--- src/rtl/dpu_pkg.sv ---
package dpu_pkg;
  typedef enum logic [1:0] {DM_HOLD_A = 2'b00, DM_HOLD_B = 2'b01,
                            DM_UP = 2'b10, DM_DOWN = 2'b11} dst_mode_e;

  typedef struct packed {
    logic      chain_on;
    logic      chain_at_zero;
    logic      irq_every;
    logic      area_is_src;
    dst_mode_e dmode;
  } mode_t;

  function automatic mode_t decode_mode(input logic [7:0] b);
    mode_t m;
    m.chain_on      = b[7];
    m.chain_at_zero = b[6];
    m.irq_every     = b[5];
    m.area_is_src   = b[4];
    m.dmode         = dst_mode_e'(b[3:2]);
    return m;
  endfunction

  function automatic logic [2:0] step_bytes(input logic [1:0] sz);
    case (sz)
      2'b00:   return 3'd1;
      2'b01:   return 3'd2;
      default: return 3'd4;
    endcase
  endfunction
endpackage

--- src/rtl/dpu_count_path.sv ---
module dpu_count_path #(
  parameter int CW = 16
) (
  input  logic          rpt_mode,
  input  logic [CW-1:0] cnt_in,
  input  logic [CW-1:0] rpt_size,
  output logic [CW-1:0] cnt_next,
  output logic          hit_zero,
  output logic          restore,
  output logic          finished
);
  localparam logic [CW-1:0] ONE = CW'(1);
  logic [CW-1:0] dec;

  always_comb begin
    dec      = cnt_in - ONE;
    hit_zero = (dec == '0);
    restore  = rpt_mode && hit_zero;
    finished = !rpt_mode && hit_zero;
    cnt_next = restore ? rpt_size : dec;
  end
endmodule

--- src/rtl/dpu_addr_path.sv ---
module dpu_addr_path #(
  parameter int AW = 32
) (
  input  dpu_pkg::mode_t mode,
  input  logic [1:0]     size_code,
  input  logic           restore,
  input  logic [AW-1:0]  dst_in,
  input  logic [AW-1:0]  src_in,
  input  logic [AW-1:0]  area_start,
  output logic [AW-1:0]  dst_next,
  output logic           dst_wb,
  output logic [AW-1:0]  src_next,
  output logic           src_wb,
  output logic           bad_size
);
  import dpu_pkg::*;
  logic [AW-1:0] step;
  logic          dst_moves;
  logic          dst_restore;

  always_comb begin
    step        = AW'(step_bytes(size_code));
    bad_size    = (size_code == 2'b11);
    dst_moves   = (mode.dmode == DM_UP) || (mode.dmode == DM_DOWN);
    dst_restore = restore && !mode.area_is_src && dst_moves;
    dst_wb      = dst_moves;
    if (dst_restore)              dst_next = area_start;
    else if (mode.dmode == DM_UP)   dst_next = dst_in + step;
    else if (mode.dmode == DM_DOWN) dst_next = dst_in - step;
    else                            dst_next = dst_in;
    src_wb   = restore && mode.area_is_src;
    src_next = src_wb ? area_start : src_in;
  end
endmodule

--- src/rtl/dpu_event_path.sv ---
module dpu_event_path (
  input  dpu_pkg::mode_t mode,
  input  logic           hit_zero,
  input  logic           finished,
  output logic           irq,
  output logic           chain
);
  logic irq_raw;
  always_comb begin
    chain   = mode.chain_on && (!mode.chain_at_zero || hit_zero);
    irq_raw = mode.irq_every || finished;
    irq     = irq_raw && !chain;
  end
endmodule

--- src/rtl/desc_post_update.sv ---
module desc_post_update #(
  parameter int AW = 32,
  parameter int CW = 16
) (
  input  logic          clk,
  input  logic          rst,
  input  logic          xfer_done,
  input  logic          rpt_mode,
  input  logic [7:0]    mode_byte,
  input  logic [1:0]    size_code,
  input  logic [AW-1:0] dst_in,
  input  logic [AW-1:0] src_in,
  input  logic [AW-1:0] area_start,
  input  logic [CW-1:0] cnt_in,
  input  logic [CW-1:0] rpt_size,
  output logic          upd_valid,
  output logic [AW-1:0] dst_out,
  output logic          dst_wb,
  output logic [AW-1:0] src_out,
  output logic          src_wb,
  output logic [CW-1:0] cnt_out,
  output logic          end_desc,
  output logic          irq_req,
  output logic          chain_req,
  output logic          size_err
);
  import dpu_pkg::*;

  mode_t         mode;
  logic [CW-1:0] cnt_n;
  logic          hit_zero, restore, finished;
  logic [AW-1:0] dst_n, src_n;
  logic          dst_wb_n, src_wb_n, bad_size;
  logic          irq_n, chain_n;

  assign mode = decode_mode(mode_byte);

  dpu_count_path #(.CW(CW)) u_cnt (
    .rpt_mode(rpt_mode), .cnt_in(cnt_in), .rpt_size(rpt_size),
    .cnt_next(cnt_n), .hit_zero(hit_zero), .restore(restore), .finished(finished));

  dpu_addr_path #(.AW(AW)) u_addr (
    .mode(mode), .size_code(size_code), .restore(restore),
    .dst_in(dst_in), .src_in(src_in), .area_start(area_start),
    .dst_next(dst_n), .dst_wb(dst_wb_n), .src_next(src_n), .src_wb(src_wb_n),
    .bad_size(bad_size));

  dpu_event_path u_evt (
    .mode(mode), .hit_zero(hit_zero), .finished(finished),
    .irq(irq_n), .chain(chain_n));

  always_ff @(posedge clk) begin
    if (rst) begin
      upd_valid <= 1'b0;
      dst_out   <= '0;
      dst_wb    <= 1'b0;
      src_out   <= '0;
      src_wb    <= 1'b0;
      cnt_out   <= '0;
      end_desc  <= 1'b0;
      irq_req   <= 1'b0;
      chain_req <= 1'b0;
      size_err  <= 1'b0;
    end else begin
      upd_valid <= xfer_done;
      dst_wb    <= xfer_done && dst_wb_n;
      src_wb    <= xfer_done && src_wb_n;
      end_desc  <= xfer_done && finished;
      irq_req   <= xfer_done && irq_n;
      chain_req <= xfer_done && chain_n;
      if (xfer_done) begin
        dst_out <= dst_n;
        src_out <= src_n;
        cnt_out <= cnt_n;
        if (bad_size) size_err <= 1'b1;
      end
    end
  end


  no_stray_pulse_chk: assert property (@(posedge clk) disable iff (rst)
    !xfer_done |=> !upd_valid && !irq_req && !chain_req && !end_desc && !dst_wb && !src_wb);

  hold_dst_chk: assert property (@(posedge clk) disable iff (rst)
    !xfer_done |=> $stable(dst_out) && $stable(cnt_out));

  fixed_no_wb_chk: assert property (@(posedge clk) disable iff (rst)
    xfer_done && !mode_byte[3] |=> !dst_wb && dst_out == $past(dst_in));

  inc_byte_chk: assert property (@(posedge clk) disable iff (rst)
    xfer_done && !rpt_mode && mode_byte[3:2] == 2'b10 && size_code == 2'b00
    |=> dst_out == $past(dst_in) + AW'(1));

  err_sticky_chk: assert property (@(posedge clk) disable iff (rst)
    size_err |=> size_err);

  err_set_chk: assert property (@(posedge clk) disable iff (rst)
    xfer_done && size_code == 2'b11 |=> size_err);

  rpt_no_end_chk: assert property (@(posedge clk) disable iff (rst)
    xfer_done && rpt_mode |=> !end_desc);

  chain_off_chk: assert property (@(posedge clk) disable iff (rst)
    xfer_done && !mode_byte[7] |=> !chain_req);

  irq_vs_chain_chk: assert property (@(posedge clk) disable iff (rst)
    chain_req |-> !irq_req);
endmodule

--- config.mk ---
export PLATFORM = sky130hd
export DESIGN_NAME = desc_post_update
export DESIGN_NICKNAME = d
export VERILOG_FILES = /design/src/rtl/dpu_pkg.sv /design/src/rtl/dpu_count_path.sv /design/src/rtl/dpu_addr_path.sv /design/src/rtl/dpu_event_path.sv /design/src/rtl/desc_post_update.sv
export SDC_FILE = /design/constraint.sdc
export NUM_CORES = 1
export LEC_CHECK = 0
export BUFFER_PORTS_ARGS = -buffer_cell sky130_fd_sc_hd__clkbuf_2
export CAP_MARGIN = 20
export CORE_ASPECT_RATIO = 0.6
export CORE_UTILIZATION = 30
export DETAILED_ROUTE_END_ITERATION = 7
export MAX_ROUTING_LAYER = met4
export PLACE_DENSITY = 0.59
export SLEW_MARGIN = 20
export SYNTH_ARGS = -nofsm -noshare
export SYNTH_HDL_FRONTEND = slang
export SYNTH_SLANG_ARGS = --single-unit
--- constraint.sdc ---
create_clock -name clk -period 2.8 [get_ports clk]
set_input_delay 0.14 -clock clk [delete_from_list [all_inputs] [get_ports clk]]
set_output_delay 0.14 -clock clk [all_outputs]
set_load 0.05 [all_outputs]
== Yosys cells after proc, flatten, opt, wreduce, memory -nomap -nowiden ==
Cells that the tools add are included.

* Bits in registers: 87
* Input port bits: 142

* Add/sub/neg operators: 3
* Equal/unequal tests: 4
* Mux-type cells: 6
* Reductions and logical operators: 22

{| class="wikitable"
|+ Operator list
! kind !! count
|-
| two-way mux 32 bit || 4
|-
| adder 32 x 3 -> 32 bit || 1
|-
| subtractor 32 x 3 -> 32 bit || 1
|-
| logical NOT 16 bit || 1
|-
| two-way mux 16 bit || 1
|-
| subtractor 16 x 1 -> 16 bit (second input constant) || 1
|-
| logical AND 1 bit || 12
|-
| equality test 2 bit (second input constant) || 3
|-
| one-hot mux 3 bit (2 select lines) || 1
|-
| logical NOT 1 bit || 4
|-
| logical OR 1 bit || 3
|-
| equality test 2 x 1 -> 1 bit (second input constant) || 1
|-
| logical NOT 2 bit || 1
|-
| AND reduction 2 bit || 1
|}

== Longest topological paths before layout ==
Gate-level depths: netlist of run 1.

* Depth after elaboration: 7
* Gate-level depth with buffers: 11
* Gate-level depth less buffers: 10

== By module ==
From an unflattened synthesis of run 1, not the netlist that was laid out.

* Cell total of the unflattened synthesis: 691
* Area, all modules: 5855.6 sq um

{| class="wikitable"
|+ Modules (own cells, without submodules)
! module !! times used !! cells each !! area an instance (sq um) !! sequential area each (sq um)
|-
| desc_post_update || 1 || 273 || 3113.0 || 1741.7
|-
| dpu_addr_path || 1 || 308 || 2001.9 || 0.0
|-
| dpu_count_path || 1 || 106 || 705.7 || 0.0
|-
| dpu_event_path || 1 || 4 || 35.0 || 0.0
|}

== Worst setup path before layout of run 1 ==
OpenSTA, ideal clock, no wires.

* Path type: input port to flip-flop
* Start point: input port size_code[1]
* End point: register dst_out[20]
* Setup time: 0.138 ns
* Data arrival time: 2.268 ns
* Data required time: 2.662 ns
* Setup slack: 0.393 ns
* Stages on the path: 10
* Path buffers: 0
* Path through: nor2_1 -> ha_1 -> inv_1 -> fa_1 -> o21bai_1 -> nor4b_2 -> nand4_1 -> a21bo_2 -> a221oi_1 -> a2111oi_0

* Cells in the longest elaborated chain, start to end: 6
* Elaborated cells between the ends (all ways): 8
* Those cells by class: add/sub: 2; eq/ne: 1; mux: 4; reduce/logical: 1

{| class="wikitable"
|+ RTL lines
! element !! line !! RTL
|-
| from (decl) || desc_post_update.sv:10 || <nowiki>input logic [1:0] size_code,</nowiki>
|-
| equality test 2 x 1 -> 1 bit or logical NOT 2 bit (tied branches) || dpu_pkg.sv:24 || <nowiki>case (sz)</nowiki>
|-
| one-hot mux 3 bit (2 select lines) (*) || dpu_pkg.sv:24 ||
|-
| subtractor 32 x 3 -> 32 bit || dpu_addr_path.sv:29 || <nowiki>else if (mode.dmode == DM_DOWN) dst_next = dst_in - step;</nowiki>
|-
| two-way mux 32 bit || dpu_addr_path.sv:29 ||
|-
| two-way mux 32 bit (*) || dpu_addr_path.sv:28 || <nowiki>else if (mode.dmode == DM_UP) dst_next = dst_in + step;</nowiki>
|-
| two-way mux 32 bit (*) || dpu_addr_path.sv:27 || <nowiki>if (dst_restore) dst_next = area_start;</nowiki>
|-
| to (signal assigned) || desc_post_update.sv:72 || <nowiki>dst_out <= dst_n;</nowiki>
|-
| to (decl) || desc_post_update.sv:17 || <nowiki>output logic [AW-1:0] dst_out,</nowiki>
|}

Every way passes the cells marked *; elsewhere a longest branch is shown, timed or not.
A chain may end at the register's enable or synchronous reset.

== Final worst setup path of run 1 ==
* Start point: input port cnt_in[0]
* End point: register dst_out[21]

* Cells in the longest elaborated chain, start to end: 6

{| class="wikitable"
|+ RTL lines
! element !! line !! RTL
|-
| from (decl) || desc_post_update.sv:14 || <nowiki>input logic [CW-1:0] cnt_in,</nowiki>
|-
| subtractor 16 x 1 -> 16 bit || dpu_count_path.sv:16 || <nowiki>dec = cnt_in - ONE;</nowiki>
|-
| logical NOT 16 bit || dpu_count_path.sv:17 || <nowiki>hit_zero = (dec == '0);</nowiki>
|-
| logical AND 1 bit || dpu_count_path.sv:18 || <nowiki>restore = rpt_mode && hit_zero;</nowiki>
|-
| logical AND 1 bit (2 in a row) || dpu_addr_path.sv:25 || <nowiki>dst_restore = restore && !mode.area_is_src && dst_moves;</nowiki>
|-
| two-way mux 32 bit || dpu_addr_path.sv:27 ||
|}

No other way between the ends.

==> out/results.txt, run 1 <==
Number of max-cap violations: 0
First-pass GRT wire length: 38.2 mm
Core ar.: 19300 sq um
Top achievable clock speed: 391 MHz
Final #Nets: 1104
Final min period: 2.56 ns
Die area: 20600 sq um
Syn Inst Count: 751
Avg Inst Size Synth: 8.01 sq um
Top_reg_cell synth: dfxtp_1
Antenna violations before repair: 0
Htree depth: 3
Setup CP Type: input port to register
Via count: 6959
Routed WL: 25.6 mm
Synthesized Nets: 903
Crit path max fanout: 10
Synth cell types: 80
P&R area growth vs syn: 29.0%
Yosys reg bits: 87
Fill count: 2079
Fin Hold WS: 0.0517 ns
Clock sinks: 87
Clk slew on worst S/H paths: 0.07 ns
Clock Latency Late Sink: 0.35 ns
EDFF count, synth: 0
Initial DRC count: 603
GRT Residual Overflow: 0
Kind of end point of the critical path: register
Placed Area: 7430 sq um
Clock Skew: 0 ns
Hpwl dp: 19.9 mm
Inserted Diodes: 0
Number of I/O port buffers: 226
R2r startpoint: dst_out[28]
Worst slew margin: 42.8%
Non-Filler Cell Area, Final: 7760 sq um
Starting Density: 31.1%
Hold_sp: src_in[7]
Final Hold Violating Endpoints: 0
Drt pass-1 iters: 5
GRT Total Usage: 25.1%
Status: finished clean
Die Y: 112 um
Post-synth ARST share: 0%
Mapped cell area: 6010 sq um
Sequential area share after synthesis: 29.0%
Clock buffer depth: 2
TritonCTS clock tree: yes
GP Congestion: 0.913
Synth warnings: 0
Drt drc: 0
Fin Setup TNS: 0 ns
# IOs: 229
Chip width: 185 um
Vias in the first global route: 6281
Leading area contributor after synthesis: dfxtp_1
Root Driver: clkbuf_16
Layout cells sized above 1: 33.2%
Final Max Tran Viols: 0
# setup viols final: 0
Post-cts resize count: 0
Pwr Density: 479 nW/um^2
Startpoint Class: input port
Post-synth top area share: 29.0%
Post CTS Setup Buffer Count: 0
Crit path DAT: 2.75 ns
Reg area: 1740 sq um
RSZ-0062 raised after global routing: false
Least-Margin Pin Slew: 0.858 ns
Post-DRT Antenna Nets: 0
Drt wl/cell: 20.9 um
CP Data Required Time: 2.99 ns
Final Cycle Share: 91.4%
Largest net degree at the start of global routing: 108
VDD IR-drop max: 0.336 mV
Hold_buf cts: 0
Worst setup path start: cnt_in[0]
CTS Buf Count: 9
DR vias/cell: 5.69
Top cells by area, synth: dfxtp_1, a311oi_1, nor2_1
Footprint of the multi-input gates: 3800 sq um
Worst hold path class: input port to register
# rows: 39
Leak pwr: 3.11 nW
-- kinds of logic after synthesis --
logic type                 after synthesis  share of synthesized area (%)
xor gates and xnor gates                30                           4.37
and+or+nand+nor                        338                           31.2
muxes                                    3                          0.520
AOI/OAI and AO/OA                      195                           24.7
adders and majority gates               10                           2.33
buffers and inverters                   88                           7.91
DFF                                     87                           29.0
-- flip-flops by register name, summed over array words and instances, names as in the netlist --
| register | flops |
|---|---|
| irq_req | 1 |
| cnt_out | 16 |
| chain_req | 1 |
| dst_out | 32 |
| end_desc | 1 |
| dst_wb | 1 |
| src_out | 32 |
| upd_valid | 1 |
| size_err | 1 |
| src_wb | 1 |
-- metal layers --
metal	vias up	global-route usage, %	wire, um
met2	354	31.4	9520
met3	9	6.05	2450
met5	-	-	0
met4	0	2.87	104
li1	3310	-	-
met1	3286	39.8	13500
-- metrics by stage --
step | power (mW) | utilization, % | setup WS (ns) | std cells
2_1_floorplan | 2.01 | - | 0.393 | 751
3_3_place_gp | 2.37 | 38.4 | -0.138 | 1207
3_5_place_dp | 2.37 | 38.4 | -0.234 | 1207
4_1_cts | 3.73 | 40.1 | 0.140 | 1223
5_1_grt | 3.87 | 40.1 | 0.00535 | 1223
6_report | 3.72 | 40.1 | 0.240 | 1223
-- worst max-delay path: stages --
cell	delay [ns]
clkbuf_2	0.15
inv_1	0.08
ha_1	0.17
nor3b_2	0.48
nand4_1	0.18
xor2_1	0.21
and4_2	0.30
a2111oi_1	0.77
buf_4	0.22
a2111oi_1	0.04
-- worst paths after layout --
check,to,slack (ns),cells past startpoint
setup / recovery,dst_out[21],0.24,10
hold reg to reg,dst_out[18],0.48,2
setup reg to reg,dst_out[28],1.88,3
hold / removal,src_out[7],0.05,3
-- synthesized netlist by cell type (all sizes together), types with 3 or more instances --
master and count:
or2 4, inv 11, nor4b 5, dfxtp 87, a31oi 8, nand2b 3, or4 11, clkbuf 52
and4 12, or3 14, ha 8, o31ai 6, a311oi 54, a41oi 3, o21ai 51, xor2 15
buf 24, and3 22, nand3 56, nor2b 8, xnor2 15, nand3b 3, a211oi 5, nand2 15
a2111oi 17, nor4 13, a32oi 4, nand4 35, a21oi 11, nor3 20, a221oi 10, nor2 110
-- cell type report --
cell class,instances,share of cell area (%)
Clock buffer,9,2.90
Multi-Input combinational cell,576,49.0
Inverter,11,0.532
Timing Repair Buffer,267,19.5
Clock inverter,7,1.32
Tap cell,266,4.29
Sequential cell,87,22.5
-- cells in the final DEF (no fill, tap or decap), drive strengths merged, types with 3 or more instances in the layout --
cell type / synthesis / final
xnor2: 15 / 15
a32oi: 4 / 4
a221oi: 10 / 10
nor2: 110 / 110
or3: 14 / 14
nor3: 20 / 20
xor2: 15 / 15
a2111oi: 17 / 17
clkbuf: 52 / 234
nor4: 13 / 13
a211oi: 5 / 5
nand3: 56 / 56
ha: 8 / 8
dfxtp: 87 / 87
a21oi: 11 / 11
nor2b: 8 / 8
and3: 22 / 22
nand4: 35 / 35
a311oi: 54 / 54
o31ai: 6 / 6
buf: 24 / 42
or2: 4 / 4
nor4b: 5 / 5
and4: 12 / 12
nand2: 15 / 15
nand3b: 3 / 3
or4: 11 / 11
inv: 11 / 14
o21ai: 51 / 51
nand2b: 3 / 3
a31oi: 8 / 8
a41oi: 3 / 3
-- power breakdown --
part,internal (mW),switching [mW]
combinational,0.287,0.697
sequential,1.32,0.0441
clock,0.796,0.571
Power figures use the tool's default switching activity.
==> run 2: changes to the inputs <==
--- a/config.mk
+++ b/config.mk
@@ -7,2 +7,3 @@
 export LEC_CHECK = 0
+export ABC_AREA = 1
 export BUFFER_PORTS_ARGS = -buffer_cell sky130_fd_sc_hd__clkbuf_2
--- a/constraint.sdc
+++ b/constraint.sdc
@@ -3,2 +3,2 @@
 set_output_delay 0.14 -clock clk [all_outputs]
-set_load 0.05 [all_outputs]
+set_load 0.1 [all_outputs]
==> run 2 against run 1 <==
Compared with the run above:
- clock power hardly changed
- cell area is 5.9% higher
- sequential power about the same
- first-iteration DRC count up 4.8%
- clock-buffer cell count grew 1
- sequential share of layout area decreased by 1.3 points
- largest cell class unchanged
==> out/results.txt, run 2 <==
Clock buffer depth: 2 (unchanged)
Most frequent cell after synthesis: nand2_1
Final min period: 2.39 ns (-0.165 ns)
Commonest non-fill, non-tap cell in the layout: nand2_1
Final Cycle Share: 85.5% (-5.9 points)
Cell count of the worst hold path: 3 (unchanged)
Clk slew on worst S/H paths: 0.06 ns (about the same)
Drt wl/cell: 16.4 um (-21%)
# setup viols final: 0 (unchanged)
Largest regs: dst_out: 32 flops, src_out: 32 flops, cnt_out: 16 flops
Reg2Reg Depth: 2 (-1)
Yosys reg bits: 87 (unchanged)
GRT Residual Overflow: 0 (unchanged)
Initial DRC count: 632 (+4.8%)
Largest net degree at the start of global routing: 82 (-24%)
Fin Setup TNS: 0 ns (unchanged)
Sequential area share after synthesis: 26.9% (-2.1 points)
Starting Density: 30.7% (-0.41 points)
Clock sinks: 87 (unchanged)
Drt drc: 0 (unchanged)
Synth top cells by count: nand2_1, inv_1, nand3_1
P&R area growth vs syn: 26.9%
# rows: 41 (+5.1%)
Final Hold Violating Endpoints: 0 (unchanged)
Reg-to-reg endpoint: cnt_out[9]
EDFF count, synth: 0 (unchanged)
Routed WL: 25.8 mm (+1.1%)
Avg Inst Size Synth: 5.91 sq um (-26%)
Pwr Density: 484 nW/um^2 (+1.0%)
First-pass GRT wire length: 38.5 mm (+0.74%)
GP Congestion: 0.930 (+1.8%)
Core ar.: 21100 sq um (+9.1%)
Via count: 7902 (+14%)
Final #Nets: 1443 (+31%)
Leak pwr: 4.21 nW (+35%)
R2R Setup Slk: 2.11 ns (+0.23 ns)
Synth cell types: 35 (-56%)
Post-cts resize count: 0 (unchanged)
Startpoint Class: input port
Synthesized Nets: 1248 (+38%)
TritonCTS clock tree: yes
Least-Margin Pin Slew: 0.903 ns (+0.0454 ns)
Post-synth ARST share: 0% (unchanged)
Leading area contributor after synthesis: dfxtp_1
Worst hold path class: input port to register
Layout cells sized above 1: 21.4% (-12 points)
Synth warnings: 0 (unchanged)
Post-synth top area share: 26.9% (-2.1 points)
# IOs: 229 (unchanged)
DR vias/cell: 5.02 (-12%)
Number of I/O port buffers: 226 (unchanged)
Antenna violations before repair: 0 (unchanged)
Kind of end point of the critical path: register
Final Core Density: 39.0% (-1.2 points)
Root Driver: clkbuf_16
Chip width: 192 um (+3.7%)
VDD IR-drop max: 0.263 mV (-22%)
Number of max-cap violations: 0 (unchanged)
Post CTS Setup Buffer Count: 0 (unchanged)
Vias in the first global route: 6582 (+4.8%)
Inserted Diodes: 0 (unchanged)
Setup CP Type: input port to register
Min-Delay Endpoint: irq_req
Post-DRT Antenna Nets: 0 (unchanged)
Syn Inst Count: 1096 (+46%)
Hold_buf cts: 0 (unchanged)
Clock Latency Late Sink: 0.34 ns (about the same)
Final Max Tran Viols: 0 (unchanged)
Status: finished clean
Top achievable clock speed: 418 MHz (+6.9%)
Die area: 22200 sq um (+7.6%)
Drt pass-1 iters: 5 (unchanged)
Power, Total: 3.98 mW (+7.0%)
Most frequent cells in the layout: nand2_1, clkbuf_2, inv_1
CTS Buf Count: 9 (unchanged)
Top cells by area, synth: dfxtp_1, nand2_1, nand4_1
Clock Skew: 0 ns (unchanged)
Mapped cell area: 6470 sq um (+7.7%)
Top_reg_cell synth: dfxtp_1
Hpwl dp: 20.5 mm (+2.9%)
RSZ-0062 raised after global routing: false
Hold_sp: mode_byte[5]
Die Y: 116 um (+3.7%)
GRT Total Usage: 23.5% (-1.6 points)
Htree depth: 3 (unchanged)
CP Data Required Time: 3.06 ns (+0.07 ns)
Crit path DAT: 2.66 ns (-0.09 ns)
Worst slew margin: 39.8% (-3.0 points)
Crit path max fanout: 4 (-6)
R2r startpoint: cnt_out[9]
-- run 2: cell count changes after synthesis, sizes merged, moves of 13 or more --
| cell | previous run | this run |
|---|---|---|
| o21ai | 51 | 26 |
| a21oi | 11 | 83 |
| a2111oi | 17 | 0 |
| a311oi | 54 | 0 |
| nand4 | 35 | 100 |
| nor2 | 110 | 81 |
| or3 | 14 | 0 |
| and3 | 22 | 0 |
| nand3 | 56 | 108 |
| nand2 | 15 | 316 |
| nor4 | 13 | 0 |
| inv | 11 | 154 |
-- run 2: final cells by class --
| type | count | area, sq um |
|---|---|---|
| inverters | 154 | 578 |
| multi-input cells | 792 | 3880 |
| flip-flops and latches | 87 | 1740 |
| fillers | 2382 | 12900 |
| repair buffers | 247 | 1330 |
| clock inverters | 5 | 106 |
| clock buffers | 10 | 229 |
| well taps | 279 | 349 |
-- run 2: worst max-delay path, cell delays in order --
cell and delay, ns:
clkbuf_2 0.13, nor2_1 0.16, ha_1 0.16, inv_1 0.06, fa_1 0.40, o21ai_0 0.18, buf_4 0.15, nand3_1 0.10
nor2_1 0.24, nand3_1 0.15, o21ai_0 0.23, nand3_1 0.10, nand2_1 0.07, nand2_1 0.09, nand2_1 0.10, nand3_1 0.06
a21oi_1 0.14
-- run 2: per-stage QoR --
step | std cells | hold slack [ns] | area [sq um] | setup WS [ns]
2_1_floorplan | 1096 | 0.272 | 6470 | 0.531
3_3_place_gp | 1559 | 0.365 | 7880 | 0.206
3_5_place_dp | 1559 | 0.371 | 7880 | 0.0998
4_1_cts | 1574 | 0.000628 | 8220 | 0.463
5_1_grt | 1574 | 0.0153 | 8220 | 0.0868
6_report | 1574 | 0.0109 | 8220 | 0.405
-- run 2: how the worst max path moves through the flow --
stage / depth (start not counted) / slack [ns] / to / startpoint
global placement: 17 / 0.21 / dst_out[28] / size_code[1]
CTS: 17 / 0.46 / dst_out[28] / size_code[1]
global route: 17 / 0.09 / dst_out[28] / size_code[1]
detailed placement: 17 / 0.1 / dst_out[28] / size_code[1]
floorplan: 15 / 0.53 / dst_out[28] / size_code[1]
finish: 17 / 0.41 / dst_out[28] / size_code[1]
-- run 2: kinds of logic after synthesis --
kind of cell,Yosys count,share of synthesized area (%)
and+or+nand+nor,639,45.1
AOI/OAI and AO/OA,122,9.90
DFF,87,26.9
xor gates and xnor gates,21,2.84
adders and majority gates,10,2.16
buffers and inverters,217,13.1
-- run 2: routing by layer --
| layer | track usage, % | part of all wire (%) | wire length (um) | vias to the layer above |
|---|---|---|---|---|
| li1 | - | - | - | 3966 |
| met1 | 37.4 | 54 | 14000 | 3609 |
| met2 | 30.4 | 38 | 9730 | 316 |
| met3 | 3.51 | 7.7 | 1990 | 11 |
| met4 | 3.49 | 0.60 | 155 | 0 |
| met5 | - | 0 | 0 | - |
-- run 2: power by group --
group / internal [mW] / switching [mW]
clock network: 0.871 / 0.520
registers: 1.31 / 0.0363
logic: 0.270 / 0.971
==> run 3: changes to the inputs <==
- BUFFER_PORTS_ARGS: -buffer_cell sky130_fd_sc_hd__clkbuf_2 -> -buffer_cell sky130_fd_sc_hd__buf_2
- CORE_MARGIN: default -> 4
==> run 3 against run 2 <==
Compared with the run above:
- non-clock buffer count rose by 4
- wire length is 3.1% higher
- clock power shrank 6%
- flip-flop and latch count unchanged
- clock-buffer cell count grew 1
- critical path depth increased by 1
- total power decreased by 2.1%
- sequential power barely moved
==> out/results.txt, run 3 (synthesis gave the netlist of run 2 again) <==
Status: finished clean
Routed WL: 26.6 mm (+3.1%)
P&R area growth vs syn: 27.3%
Core ar.: 21100 sq um (unchanged)
Pre-CTS WS: 0.127 ns (+0.0276 ns)
Largest net degree at the start of global routing: 82 (unchanged)
Sw power: 1.53 mW (-0.13%)
Hpwl dp: 21.3 mm (+4.1%)
Die area: 24100 sq um (+8.5%)
Final Core Density: 39.1% (+0.11 points)
Clock sinks: 87 (unchanged)
Most frequent cells in the layout: nand2_1, buf_2, inv_1
R2r startpoint: cnt_out[9]
Final Max Tran Viols: 0 (unchanged)
Non-Filler Cell Area, Final: 8240 sq um (+0.27%)
Final min period: 2.34 ns (-0.0591 ns)
Power, Total: 3.89 mW (-2.1%)
Inserted Diodes: 0 (unchanged)
VDD IR-drop max: 0.275 mV (+4.3%)
Starting Density: 30.7% (unchanged)
Startpoint Class: input port
Antenna violations before repair: 0 (unchanged)
GRT Total Usage: 22.0% (-1.6 points)
Worst slew margin: 40.8% (+1.0 points)
Crit path max fanout: 4 (unchanged)
Commonest non-fill, non-tap cell in the layout: nand2_1
Post CTS Setup Buffer Count: 0 (unchanged)
Top Metal Used: met4
Routed wl met3: 2.24 mm (+13%)
Top achievable clock speed: 428 MHz (+2.5%)
Post-cts resize count: 0 (unchanged)
Die Y: 122 um (+5.2%)
Clock buffer depth: 2 (unchanged)
Via count: 7819 (-1.1%)
Logic pwr share: 32.0% (+0.8 points)
Pwr Density: 472 nW/um^2 (-2.4%)
Placed Area: 7920 sq um (+0.54%)
# IOs: 229 (unchanged)
Final #Nets: 1447 (+0.28%)
Vias in the first global route: 6926 (+5.2%)
DR vias/cell: 4.95 (-1.4%)
Number of max-cap violations: 0 (unchanged)
First-pass GRT wire length: 40.3 mm (+4.9%)
Fill count: 2349 (-1.4%)
Clk slew on worst S/H paths: 0.06 ns (about the same)
Worst setup path start: size_code[1]
Kind of end point of the critical path: register
Drt wl/cell: 16.9 um (+2.8%)
Final Hold Violating Endpoints: 0 (unchanged)
GP Congestion: 0.924 (-0.70%)
TritonCTS clock tree: yes
Hold_buf cts: 0 (unchanged)
RSZ-0062 raised after global routing: false
Hold_sp: mode_byte[5]
Number of I/O port buffers: 226 (unchanged)
Crit path DAT: 2.61 ns (-0.05 ns)
Clock Latency Late Sink: 0.34 ns (about the same)
Leak pwr: 4.24 nW (+0.72%)
DR WL met2: 10.2 mm (+4.7%)
P_int: 2.37 mW (-3.4%)
Worst hold path class: input port to register
Final WS setup: 0.465 ns (+0.0591 ns)
Met1 wire length: 14.0 mm (+0.34%)
Drt pass-1 iters: 5 (unchanged)
# setup viols final: 0 (unchanged)
Clock Skew: 0 ns (unchanged)
Htree depth: 3 (unchanged)
Root Driver: clkbuf_16
Largest regs: dst_out: 32 flops, src_out: 32 flops, cnt_out: 16 flops
Clk network pwr share: 33.4% (-1.6 points)
Layout cells sized above 1: 21.6% (+0.23 points)
Drt drc: 0 (unchanged)
Initial DRC count: 825 (+31%)
GRT Residual Overflow: 0 (unchanged)
Setup CP Type: input port to register
CP Data Required Time: 3.07 ns (about the same)
Least-Margin Pin Slew: 0.888 ns (-0.0153 ns)
Final Cycle Share: 83.4% (-2.1 points)
Post-DRT Antenna Nets: 0 (unchanged)
Chip width: 198 um (+3.1%)
CTS Buf Count: 9 (unchanged)
# rows: 41 (unchanged)
Fin Setup TNS: 0 ns (unchanged)
Net Sw Frac: 39.2% (+0.78 points)
Part of the power in registers: 34.6% (+0.8 points)
## run 3: cell count changes in the layout (fill, tap and decap cells not counted), sizes merged
cell      change
buf         +228
clkbuf      -223
clkinvlp      +2
bufinv        -1
inv           -1
## run 3: final cells by class
type	instances	area, sq um	share of cell area, %
clock buffers	11	233	2.83
clock inverters	5	82.6	1.00
inverters	154	578	7.02
multi-input cells	792	3880	47.2
flip-flops and latches	87	1740	21.1
well taps	279	349	4.24
repair buffers	251	1370	16.6
## run 3: worst paths after layout
kind | end | slack, ns | depth (start not counted)
worst max-delay path | dst_out[28] | 0.46 | 18
worst min-delay path | irq_req | 0.03 | 3
worst max register to register | cnt_out[9] | 2.12 | 2
worst min register to register | dst_out[29] | 0.46 | 2
## run 3: critical path: stages
cell,delay (ns)
buf_2,0.13
nor2_1,0.15
ha_1,0.16
inv_1,0.05
fa_1,0.38
o21ai_0,0.16
buf_4,0.15
nand3_1,0.10
nor2_1,0.12
buf_4,0.14
nand3_1,0.09
o21ai_0,0.25
nand3_1,0.11
nand2_1,0.07
nand2_1,0.10
nand2_1,0.10
nand3_1,0.06
a21oi_1,0.14
## run 3: power by group through the flow
stage          combinational (mW)  sequential, mW  clock (mW)
2_1_floorplan               0.382            1.87           0
3_3_place_gp                 1.24            1.37           0
3_5_place_dp                 1.24            1.37           0
4_1_cts                      1.24            1.34        1.33
5_1_grt                      1.34            1.35        1.38
6_report                     1.25            1.35        1.30
## run 3: stage by stage
stage                     hold WS, ns  cells
after detailed placement        0.383   1563
final                          0.0308   1579
after floorplan                 0.272   1096
after global routing           0.0570   1579
after global placement          0.383   1563
after CTS                      0.0177   1579
## run 3: routing by layer
metal,vias up,GRT usage [%]
li1,3972,-
met3,12,3.90
met2,308,28.3
met4,0,3.22
met1,3527,35.3
met5,-,-
